<file path="config.mk">
export PLATFORM = sky130hd
export DESIGN_NAME = slumber_ctrl
export DESIGN_NICKNAME = d
export VERILOG_FILES = /design/src/rtl/slumber_pkg.sv /design/src/rtl/slumber_src_detect.sv /design/src/rtl/slumber_seq.sv /design/src/rtl/slumber_status.sv /design/src/rtl/slumber_ctrl.sv
export SDC_FILE = /design/constraint.sdc
export NUM_CORES = 1
export LEC_CHECK = 0
export BUFFER_PORTS_ARGS = -buffer_cell sky130_fd_sc_hd__buf_2
export CAP_MARGIN = 0
export CORE_AREA = 2 2 39 41
export CTS_CLUSTER_SIZE = 8
export DETAILED_ROUTE_END_ITERATION = 8
export DIE_AREA = 0 0 41 43
export PLACE_DENSITY = 0.56
export SYNTH_ARGS = -nofsm -noshare
export SYNTH_HDL_FRONTEND = slang
export SYNTH_SLANG_ARGS = --single-unit
</file>
<file path="constraint.sdc">
create_clock -name clk -period 1.2 [get_ports clk]
set_clock_uncertainty 0.15 [all_clocks]
set_input_delay 0 -clock clk [delete_from_list [all_inputs] [get_ports clk]]
set_output_delay 0 -clock clk [all_outputs]
set_load 0.01 [all_outputs]
</file>
<file path="src/rtl/slumber_pkg.sv">
package slumber_pkg;

    typedef enum logic {
        ST_RUN   = 1'b0,
        ST_SLEEP = 1'b1
    } pd_state_e;

    // status update commands from the sequencer to the status register
    typedef struct packed {
        logic go_sleep;
        logic wdt_cleared;
        logic timeout;
    } stat_cmd_t;

    typedef struct packed {
        logic to_b;
        logic pd_b;
    } stat_bits_t;

    localparam stat_bits_t STAT_POR = '{to_b: 1'b1, pd_b: 1'b1};

    function automatic stat_bits_t stat_next(input stat_bits_t cur, input stat_cmd_t cmd);
        stat_bits_t nxt;
        nxt = cur;
        if (cmd.timeout) begin
            nxt.to_b = 1'b0;
        end else if (cmd.go_sleep) begin
            nxt.to_b = 1'b1;
            nxt.pd_b = 1'b0;
        end else if (cmd.wdt_cleared) begin
            nxt.to_b = 1'b1;
            nxt.pd_b = 1'b1;
        end
        return nxt;
    endfunction

endpackage

</file>
<file path="src/rtl/slumber_src_detect.sv">
module slumber_src_detect #(
    parameter int NSRC = 4
) (
    input  logic            clk,
    input  logic            por,
    input  logic [NSRC-1:0] src_en,
    input  logic [NSRC-1:0] src_flag,
    output logic            active_now,
    output logic            active_prev
);
    logic [NSRC-1:0] live;

    for (genvar i = 0; i < NSRC; i++) begin : g_src
        assign live[i] = src_en[i] & src_flag[i];
    end

    assign active_now = |live;

    always_ff @(posedge clk) begin
        if (por) active_prev <= 1'b0;
        else     active_prev <= active_now;
    end

    // the registered copy tracks the combined source state one edge later
    p_prev_tracks_r2: assert property (@(posedge clk) disable iff (por)
        (src_en & src_flag) != '0 |=> active_prev);

endmodule

</file>
<file path="src/rtl/slumber_seq.sv">
module slumber_seq
    import slumber_pkg::*;
(
    input  logic      clk,
    input  logic      por,
    input  logic      sleep_stb,
    input  logic      clrwdt_stb,
    input  logic      wdt_tmo,
    input  logic      gie,
    input  logic      active_now,
    input  logic      active_prev,
    output pd_state_e state,
    output stat_cmd_t cmd,
    output logic      wdt_clr,
    output logic      wake_pulse,
    output logic      irq_req,
    output logic      rst_req
);
    logic awake;
    logic sleep_go;
    logic wake_ev;

    assign awake    = (state == ST_RUN);
    assign sleep_go = awake && sleep_stb && !active_prev && !wdt_tmo;
    assign wake_ev  = !awake && (active_now || wdt_tmo);

    always_comb begin
        cmd.go_sleep    = sleep_go;
        cmd.wdt_cleared = awake && clrwdt_stb;
        cmd.timeout     = wdt_tmo;
    end

    always_ff @(posedge clk) begin
        if (por) begin
            state      <= ST_RUN;
            wdt_clr    <= 1'b0;
            wake_pulse <= 1'b0;
            irq_req    <= 1'b0;
            rst_req    <= 1'b0;
        end else begin
            wdt_clr    <= 1'b0;
            wake_pulse <= 1'b0;
            irq_req    <= 1'b0;
            rst_req    <= 1'b0;
            unique case (state)
                ST_RUN: begin
                    rst_req <= wdt_tmo;
                    wdt_clr <= sleep_go || clrwdt_stb;
                    if (sleep_go) state <= ST_SLEEP;
                end
                ST_SLEEP: begin
                    if (wake_ev) begin
                        state      <= ST_RUN;
                        wake_pulse <= 1'b1;
                        irq_req    <= gie && active_now;
                    end
                end
                default: state <= ST_RUN;
            endcase
        end
    end

    // a pending source collapses the sleep
    p_skip_no_clear_r3: assert property (@(posedge clk) disable iff (por)
        (awake && sleep_stb && active_prev && !clrwdt_stb) |=> (!wdt_clr && state == ST_RUN));

    // wake pulse is exactly one cycle
    p_wake_single_r8: assert property (@(posedge clk) disable iff (por)
        wake_pulse |=> !wake_pulse);

    // vector request only at a wake-up with global enable set
    p_irq_needs_gie_r9: assert property (@(posedge clk) disable iff (por)
        irq_req |-> (wake_pulse && $past(gie)));

    // awake timeout asks for a reset
    p_tmo_awake_r11: assert property (@(posedge clk) disable iff (por)
        (awake && wdt_tmo) |=> (rst_req && state == ST_RUN));

    // strobes have no effect while asleep
    p_asleep_ignore_r12: assert property (@(posedge clk) disable iff (por)
        (!awake) |=> !wdt_clr);

endmodule

</file>
<file path="src/rtl/slumber_status.sv">
module slumber_status
    import slumber_pkg::*;
(
    input  logic       clk,
    input  logic       por,
    input  stat_cmd_t  cmd,
    output stat_bits_t stat
);
    always_ff @(posedge clk) begin
        if (por) stat <= STAT_POR;
        else     stat <= stat_next(stat, cmd);
    end

    // a timeout always leaves the timeout bit cleared
    p_tmo_clears_to_r10: assert property (@(posedge clk) disable iff (por)
        cmd.timeout |=> !stat.to_b);

    // a watchdog clear with no timeout and no sleep sets both bits
    p_clr_sets_r6: assert property (@(posedge clk) disable iff (por)
        (cmd.wdt_cleared && !cmd.timeout && !cmd.go_sleep) |=> (stat.to_b && stat.pd_b));

endmodule

</file>
<file path="src/rtl/slumber_ctrl.sv">
module slumber_ctrl
    import slumber_pkg::*;
#(
    parameter int NSRC = 4
) (
    input  logic            clk,
    input  logic            por,
    input  logic            sleep_stb,
    input  logic            clrwdt_stb,
    input  logic [NSRC-1:0] src_en,
    input  logic [NSRC-1:0] src_flag,
    input  logic            gie,
    input  logic            wdt_tmo,
    output logic            to_bit,
    output logic            pd_bit,
    output logic            wdt_clr,
    output logic            clk_hold,
    output logic            wake_pulse,
    output logic            irq_req,
    output logic            wdt_rst_req
);
    logic       active_now;
    logic       active_prev;
    pd_state_e  state;
    stat_cmd_t  cmd;
    stat_bits_t stat;

    slumber_src_detect #(.NSRC(NSRC)) u_detect (
        .clk         (clk),
        .por         (por),
        .src_en      (src_en),
        .src_flag    (src_flag),
        .active_now  (active_now),
        .active_prev (active_prev)
    );

    slumber_seq u_seq (
        .clk         (clk),
        .por         (por),
        .sleep_stb   (sleep_stb),
        .clrwdt_stb  (clrwdt_stb),
        .wdt_tmo     (wdt_tmo),
        .gie         (gie),
        .active_now  (active_now),
        .active_prev (active_prev),
        .state       (state),
        .cmd         (cmd),
        .wdt_clr     (wdt_clr),
        .wake_pulse  (wake_pulse),
        .irq_req     (irq_req),
        .rst_req     (wdt_rst_req)
    );

    slumber_status u_status (
        .clk  (clk),
        .por  (por),
        .cmd  (cmd),
        .stat (stat)
    );

    assign to_bit   = stat.to_b;
    assign pd_bit   = stat.pd_b;
    assign clk_hold = (state == ST_SLEEP);

    // entering sleep always comes with a watchdog clear
    p_enter_clears_r4: assert property (@(posedge clk) disable iff (por)
        $rose(clk_hold) |-> (wdt_clr && !pd_bit && to_bit));

    // power-down bit only falls when the core really goes to sleep
    p_pd_fall_sleep_r4: assert property (@(posedge clk) disable iff (por)
        $fell(pd_bit) |-> clk_hold);

    // wake pulse coincides with release of the clock hold
    p_wake_release_r8: assert property (@(posedge clk) disable iff (por)
        wake_pulse |-> (!clk_hold && $past(clk_hold)));

endmodule

</file>
After elaboration in Yosys (flattened, before gate mapping):

Index checks and enable logic that the tools add are counted.

* bits in registers: 8
* bits of input ports: 14
* output and inout port bits: 7
* logic and storage cells: 39

* multiplexer cells: 7
* bitwise logic cells: 7
* reduce and logical (&&, ||, !) cells: 17

Operators with widths (count)
* $logic_and A1 B1 Y1: 6
* $and A1 B1 Y1: 4
* $mux W1: 4
* $mux W2: 2
* $reduce_or A2 Y1: 2
* $reduce_or A4 Y1: 1
* $not A1 Y1: 3
* $reduce_bool A3 Y1: 1
* $reduce_or A3 Y1: 1
* $logic_not A1 Y1: 2
* $logic_or A1 B1 Y1: 2
* $pmux W1 S2: 1
* $reduce_and A2 Y1: 1
* $reduce_bool A2 Y1: 1

Longest topological paths before layout:

Gate-level depths: netlist (run 1).

* word-level depth: 6
* gate-level depth with buffers: 3
* gate-level depth less buffers: 3

Modules after synthesis:

A second synthesis (run 1) with hierarchy kept.

* cells, all modules: 32
* area total of the unflattened synthesis: 344.1 µm²

By module, submodules not included
* slumber_seq: times used 1, cells an instance 19, area an instance 207.7 µm², sequential area each 100.1 µm²
* slumber_status: times used 1, cells an instance 8, area an instance 82.6 µm², sequential area each 40.0 µm²
* slumber_src_detect: times used 1, cells an instance 5, area an instance 53.8 µm², sequential area each 20.0 µm²

Worst setup path after synthesis (run 1):

No wires, ideal clock.

* path type: register to register
* start: register u_seq.state
* end: register u_seq.state
* setup time: 0.096 ns
* arrival: 0.884 ns
* required time: 0.954 ns
* path slack: 0.070 ns
* cell stages (with the launch flop): 4
* buffers on the path: 0
* period minus slack after synthesis: 1.130 ns
* cells stage by stage: dfxtp_1 > nor4b_4 > nand2b_1 > o41ai_2

* cells in the longest elaborated chain, start to end: 6
* elaborated cells on any way between the ends: 8
* those cells by class: mux (3); bitwise (1); reduce/logical (4)

Ends and longest elaborated chain
* start: declaration: line slumber_seq.sv:12 `output pd_state_e state,`
* start signal: assignment: line slumber_seq.sv:35 `state <= ST_RUN;`
* start signal: assignment: line slumber_seq.sv:49 `if (sleep_go) state <= ST_SLEEP;`
* start signal: assignment: line slumber_seq.sv:53 `state <= ST_RUN;`
* $not A1 Y1: line slumber_seq.sv:23, slumber_seq.sv:45
* $logic_and A1 B1 Y1 (3 in series): line slumber_seq.sv:24 `assign sleep_go = awake && sleep_stb && !active_prev && !wdt_tmo;`
* $mux W1: line slumber_seq.sv:49
* $pmux W1 S2 *: line slumber_seq.sv:45 `unique case (state)`

Mark *: on every way between the ends. The rest lies on a longest branch, timed or not.
A chain may end at the register's enable or synchronous reset.

Worst setup path after layout (run 1):

* start: input port src_en[2]
* end: register u_seq.wake_pulse

* cells in the longest elaborated chain, start to end: 5

Ends and longest elaborated chain
* start: declaration: line slumber_ctrl.sv:10 `input logic [NSRC-1:0] src_en,`
* $and A1 B1 Y1: line slumber_src_detect.sv:14 `assign live[i] = src_en[i] & src_flag[i];`
* $reduce_or A4 Y1: line slumber_src_detect.sv:17 `assign active_now = |live;`
* $logic_or A1 B1 Y1: line slumber_seq.sv:25 `assign wake_ev = !awake && (active_now || wdt_tmo);`
* $logic_and A1 B1 Y1: line slumber_seq.sv:25
* $mux W1: line slumber_seq.sv:52 `if (wake_ev) begin`
* end signal: assignment: line slumber_seq.sv:37 `wake_pulse <= 1'b0;`
* end signal: assignment: line slumber_seq.sv:42 `wake_pulse <= 1'b0;`
* end signal: assignment: line slumber_seq.sv:54 `wake_pulse <= 1'b1;`
* end: declaration: line slumber_seq.sv:15 `output logic wake_pulse,`

No other way between the ends.

==> results.md, run 1 <==
* Status: finished, violations left
* Failing checks: hold timing
* Postcts setup bufs at 0
* Pin slew with the least headroom to its limit at roughly 310 ps
* Crit Path Class: primary input to flip-flop
* Routed length per instance at roughly 11 µm
* Crit path cell chain: dlygate4sd3_1 -> buf_2 -> a22oi_2 -> nand2_2 -> o21a_1
* Synth cell types at 16
* Min Hold Slack at -58.1 ps
* Clock root cell: clkbuf_4
* Startpoint types: primary input
* Final ANT Viol Nets at 0
* Hold WC Path Type: primary input to flip-flop
* I/O Buffers at 20
* Yosys warning count at 0
* CTS max path bufs at 2
* GP Congestion at roughly 0.69
* VDD IR-drop max at between 0.0003 and 0.0004 V
* Reg2Reg Depth at 2
* Grt total ovfl at 0
* Clock sink count at 8
* Initial antenna violation count at 0
* Syn Area/Cell at around 11 µm²
* Most frequent cells in the layout: buf_2 (20), dlygate4sd3_1 (12), dfxtp_1 (8)
* Post-Syn Instances at 28
* Final min period at 1160 ps
* CTS clk-pin slew, worst paths at 60 ps
* Core box area at between 1000 and 1500 µm²
* Vias after detailed routing at 340
* # IOs at 21
* Final Cycle Share at a little over nine tenths
* Vias per Instance at 4.30
* Crit path from: src_en[2]
* CP endpoint kind: flip-flop
* Clock Latency Late Sink at 250 ps
* Final setup vio count at 0
* Routed wire length at between 800 and 900 µm
* Final hold viol count at 6
* Total power at about 0.61 mW
* Layout cells sized above 1 at 46.0%
* CTS tree: done
* CTS Buf Count at 3
* CP endpoint: u_seq.wake_pulse
* Critical Path RT at about 1200 ps
* Nets at 79
* Most common cell after layout, fill and taps aside: buf_2
* Drt pass-1 iters at 4
* Post-synthesis instance area at roughly 300 µm²
* Critical-path top delay cell: dlygate4sd3_1
* Largest net degree at the start of global routing at 9
* Syn Nets at between 40 and 50
* Power density cells at roughly 1100 nW/µm²
* FF-to-FF End: u_seq.state
* Die height at between 40 and 50 µm
* First-pass GRT wire length at 1.24 mm
* CP Max Fanout at 3
* Initial drt markers at 7
* F_max at 0.861 GHz
* CTS HTree Levels at 1
* Maxcap violations at 0
* Placed insts at 64
* Area growth syn-to-layout at 91.7%
* Dpl hpwl at between 500 and 600 µm
* # diodes at 0
* Setup TNS at 0 ps
* Final std cells w/o fill at 79
* Max-slew violation count at 0
* Vias in the first global route at 340
* Drt drc at 0
* Post-synthesis sequential area ratio at between 50% and 60%
* CP peak stage delay at 530 ps
* FP Rows at 14
* Reg2reg start: u_seq.state
* Global-route usage over all layers at between 10% and 20%
* Arrival @ worst endpoint at roughly 1200 ps
* Yosys reg bits at 8
* R2R Setup Slk at 80 ps
* Die X at 41 µm
* Leak at roughly 0.27 nW
* Starting density of the core at about 22%
* Max-slew headroom at 79.1%
* DIE AREA at 1760 µm²
[power breakdown]
group | total (mW) | switching (mW) | internal (mW)
combinational | 0.116 | 0.0481 | 0.0681
clock | 0.203 | 0.0888 | 0.114
sequential | 0.288 | 0.00776 | 0.281
[worst max-delay path, delay by kind of cell]
family	cells	cell delay (ps)
AND/OR/NAND/NOR	1	100
buffers and inverters	2	660
AO/OA/AOI/OAI	2	390
[area by class of cell]
cell class	instances	area [µm²]
Sequential cell	8	160
Clock buffer	3	22.5
Tap cell	16	20.0
Inverter	1	3.75
Fill cell	144	808
Multi-Input combinational cell	19	149
Timing Repair Buffer	32	220
[state kept, by name, summed over array words and instances, names as in the netlist]
| signal | flops |
|---|---|
| u_detect.active_prev | 1 |
| u_seq.irq_req | 1 |
| u_seq.rst_req | 1 |
| u_seq.state | 1 |
| u_seq.wake_pulse | 1 |
| u_seq.wdt_clr | 1 |
| u_status.stat | 2 |
[layer usage]
layer  part of all wire [%]  routed length (µm)  GRT usage [%]  vias to the layer above
met3                    6.0                  52           6.28                        2
met2                     58                 508           18.1                       13
met5                      0                   0              0                        -
met4                    2.2                  19           8.00                        0
met1                     33                 289           9.03                      153
li1                       -                   -              -                      172
[through the flow]
step                      area (µm²)  worst slack [ps]  utilization (%)
after floorplan                  300              70.1                -
after global routing             576             -22.6             41.6
after detailed placement         420              47.7             30.4
after CTS                        553              15.1             40.0
after global placement           420              56.4             30.4
final                            576              38.4             41.6
[Yosys cell counts]
library cell | instances | area share, %
dfxtp_1 | 8 | 53
nand2_1 | 1 | 1.2
nor3_1 | 1 | 1.7
o21a_1 | 1 | 2.5
a22oi_1 | 2 | 5.0
nand2b_1 | 1 | 2.1
nor3b_1 | 1 | 2.5
and3_1 | 1 | 2.1
inv_1 | 1 | 1.2
o21ai_0 | 1 | 1.7
o21bai_1 | 1 | 2.5
a21oi_1 | 3 | 5.0
o41ai_2 | 1 | 5.4
nor2_1 | 3 | 3.7
nor4b_4 | 1 | 7.9
nor2_2 | 1 | 2.1
[worst min path at each step]
stage / start / endpoint / slack, ps / cells past startpoint
final: wdt_tmo / u_seq.wdt_clr / -60 / 4
after global routing: src_en[0] / u_detect.active_prev / -50 / 3
after CTS: wdt_tmo / u_seq.state / -110 / 2
after detailed placement: gie / u_seq.irq_req / 90 / 2
after global placement: gie / u_seq.irq_req / 80 / 2
after floorplan: por / u_detect.active_prev / -80 / 1
[kinds of logic (layout without fill, tap and decap cells)]
kind of cell / after synthesis / in the layout / share of synthesized area [%]
DFF: 8 / 8 / 53.3
and+or+nand+nor: 10 / 10 / 23.3
buffers and inverters: 1 / 36 / 1.25
AOI/OAI and AO/OA: 9 / 9 / 22.1
[what timing repair did]
action                     in CTS  in global routing
gates resized for setup         0                  3
hold endpoints to repair        8                  5
setup endpoints to repair       0                  3
hold buffers                   11                  1
Power figures use the tool's default switching activity.
==> inputs of run 2 (changes only) <==
--- a/config.mk
+++ b/config.mk
@@ -5,13 +5,14 @@
 export SDC_FILE = /design/constraint.sdc
 export NUM_CORES = 1
 export LEC_CHECK = 0
+export ABC_AREA = 1
 export BUFFER_PORTS_ARGS = -buffer_cell sky130_fd_sc_hd__buf_2
 export CAP_MARGIN = 0
 export CORE_AREA = 2 2 39 41
 export CTS_CLUSTER_SIZE = 8
 export DETAILED_ROUTE_END_ITERATION = 8
 export DIE_AREA = 0 0 41 43
-export PLACE_DENSITY = 0.56
+export PLACE_DENSITY = 0.57
 export SYNTH_ARGS = -nofsm -noshare
 export SYNTH_HDL_FRONTEND = slang
 export SYNTH_SLANG_ARGS = --single-unit
==> run 2 against run 1 <==
Net effect:
- the run now ends clean
- worst hold slack improved by 390 ps
- register-to-register slack improved by 100 ps
- worst setup slack improved by 41 ps
- combinational power rose by 4%
- sequential share of layout area fell by 0.88 points
- fmax rose by 3.7%
- power fell by 0.39%
- largest power group unchanged
- sequential power barely moved
- critical endpoint unchanged
- core utilization rose by 1.4 points
==> results.md, run 2 <==
* Status: finished clean
* Routed length per instance at 9.28 µm (-16%)
* Max reg flops at 2 (unchanged)
* Asr flop ratio synth at 0% (unchanged)
* CTS Buf Count at 3 (unchanged)
* Vias in the first global route at 364 (+7.1%)
* Top-count cell post-synth: nand2_1
* Crit Path Class: primary input to flip-flop
* Seq pwr share at 47.5% (about the same)
* Vias after detailed routing at 365 (+7.4%)
* VDD IR-drop max at 0.000283 V (-19%)
* Internal at 0.462 mW (-0.20%)
* FP Rows at 14 (unchanged)
* Post-Syn Instances at 38 (+36%)
* Vias per Instance at 4.06 (-5.8%)
* Total power at 0.605 mW (-0.39%)
* Post-synth EDFFs at 0 (unchanged)
* Postcts setup bufs at 0 (unchanged)
* Initial antenna violation count at 0 (unchanged)
* CTS max path bufs at 2 (unchanged)
* Met2 Routed Length at 463 µm (-8.9%)
* Yosys top cell area share at 50.6% (-2.7 points)
* Switch share at 23.7% (-0.15 points)
* HP Start: u_status.stat[0]
* RSZ-0062 raised after global routing: no
* Drt pass-1 iters at 3 (-1)
* F_max at 0.893 GHz (+3.7%)
* Ys flop type: dfxtp_1
* P_sw at 0.143 mW (-1.0%)
* Critical Path RT at 1190 ps (about the same)
* Max-slew headroom at 83.8% (+4.7 points)
* Final min period at 1120 ps (-41.5 ps)
* Area leader, netlist: dfxtp_1
* Leak at 0.291 nW (+8.1%)
* Yosys reg bits at 8 (unchanged)
* Nets at 90 (+14%)
* Most frequent cells in the layout: buf_2 (20), dlygate4sd3_1 (13), dfxtp_1 (8)
* Top sig layer: met3
* Core box area at 1380 µm² (unchanged)
* Setup TNS at 0 ps (unchanged)
* Clock Latency Late Sink at 250 ps (about the same)
* Final Util at 42.9% (+1.4 points)
* Final hold viol count at 0 (-6)
* M1 WL at 312 µm (+8.0%)
* Startpoint types: primary input
* I/O Buffers at 20 (unchanged)
* Gate power share at 20.0% (+0.9 points)
* DIE AREA at 1760 µm² (unchanged)
* Drt drc at 0 (unchanged)
* Syn Nets at 52 (+24%)
* # IOs at 21 (unchanged)
* Final ANT Viol Nets at 0 (unchanged)
* First-pass GRT wire length at 1.24 mm (+0.57%)
* Synth cell types at 16 (unchanged)
* Most common library cells after synthesis: nand2_1 (9), dfxtp_1 (8), inv_1 (3), nor2_1 (3)
* Initial drt markers at 3 (-4)
* Largest net degree at the start of global routing at 7 (-2)
* CTS HTree Levels at 1 (unchanged)
* GP Congestion at 0.684 (-0.74%)
* Top post-synthesis cells by area: dfxtp_1 (51%), nand2_1 (11%), nand2_2 (4.0%)
* Final Cycle Share at 93.3% (-3.5 points)
* CTS clk-pin slew, worst paths at 50 ps (about the same)
* Starting density of the core at 22.9% (+1.2 points)
* Syn Area/Cell at 8.33 µm² (-22%)
* R2R Setup Slk at 180 ps (+100 ps)
* Most common cell after layout, fill and taps aside: buf_2
* Maxcap violations at 0 (unchanged)
* Die height at 43 µm (unchanged)
* Dpl hpwl at 527 µm (+3.5%)
* Final setup vio count at 0 (unchanged)
* Max-slew violation count at 0 (unchanged)
* Yosys warning count at 0 (unchanged)
* CP endpoint kind: flip-flop
* Crit path from: src_flag[0]
* Grt total ovfl at 0 (unchanged)
* CP Max Fanout at 3 (unchanged)
* Area growth syn-to-layout at 87.7%
* Die X at 41 µm (unchanged)
* Reg2reg start: u_seq.state
* Clock sink count at 8 (unchanged)
* CTS tree: done
* Arrival @ worst endpoint at 1110 ps (-40 ps)
* Power density cells at 1020 nW/µm² (-3.5%)
* # diodes at 0 (unchanged)
* Post-synthesis sequential area ratio at 50.6% (-2.7 points)
* Clock share of power at 32.6% (-0.8 points)
* Hold WC Path Type: flip-flop to flip-flop
* Clock root cell: clkbuf_4
* Global-route usage over all layers at 10.8% (-0.21 points)
* Post-synthesis instance area at 317 µm² (+5.4%)
* Routed wire length at 835 µm (-4.0%)
* Most flops, register: u_status.stat
* Metal3 WL at 59 µm (+13%)
* Pin slew with the least headroom to its limit at 243 ps (-69.5 ps)
* Layout cells sized above 1 at 47.3% (+1.3 points)
run 2: power by group through the flow:
stage,clock network (mW),logic [mW],registers (mW)
6_report,0.197,0.121,0.287
4_1_cts,0.207,0.119,0.287
3_5_place_dp,0,0.0866,0.292
2_1_floorplan,0,0.0410,0.298
5_1_grt,0.216,0.135,0.289
3_3_place_gp,0,0.0863,0.292
run 2: logic make-up after synthesis:
kind of cell,synth area share [%]
compound gates,7.51
buf+inv,5.93
flops,50.6
simple gates,36.0
run 2: timing repair:
| action | CTS | global route |
|---|---|---|
| resized for setup | 0 | 2 |
| hold buffers | 13 | 0 |
| endpoints found under the setup margin | 0 | 2 |
| hold endpoints to repair | 8 | 0 |
run 2: metal layers:
layer  vias up  track usage (%)
met5         -                0
met4         0             10.0
met3         0             1.57
met2        17             19.1
met1       156             9.32
li1        192                -
run 2: path summary, 6_finish.rpt:
check                     endpoint  depth (start not counted)
hold / removal    u_status.stat[0]                          2
setup / recovery  u_seq.wake_pulse                          8
setup reg to reg  u_status.stat[1]                          3
hold reg to reg   u_status.stat[0]                          2
run 2: layout make-up:
cell class	instances	area (µm²)
multi-input cells	25	143
inverters	5	18.8
repair buffers	33	230
flip-flops and latches	8	160
clock buffers	3	22.5
fillers	128	790
well taps	16	20.0
run 2: per-stage QoR:
stage	hold slack [ps]	area [µm²]	instances	setup slack (ps)
2_1_floorplan	-87.6	317	38	211
3_3_place_gp	73.9	437	74	213
3_5_place_dp	70.5	437	74	215
4_1_cts	332	589	90	79.0
5_1_grt	354	594	90	9.08
6_report	329	594	90	79.9
run 2: worst max-delay path: stages:
cell and delay [ps]:
dlygate4sd3_1 540, buf_2 120, nand2_1 60, nand2_2 70, nor2_4 150, nand2_2 60
nand2_2 70, nor2_1 40
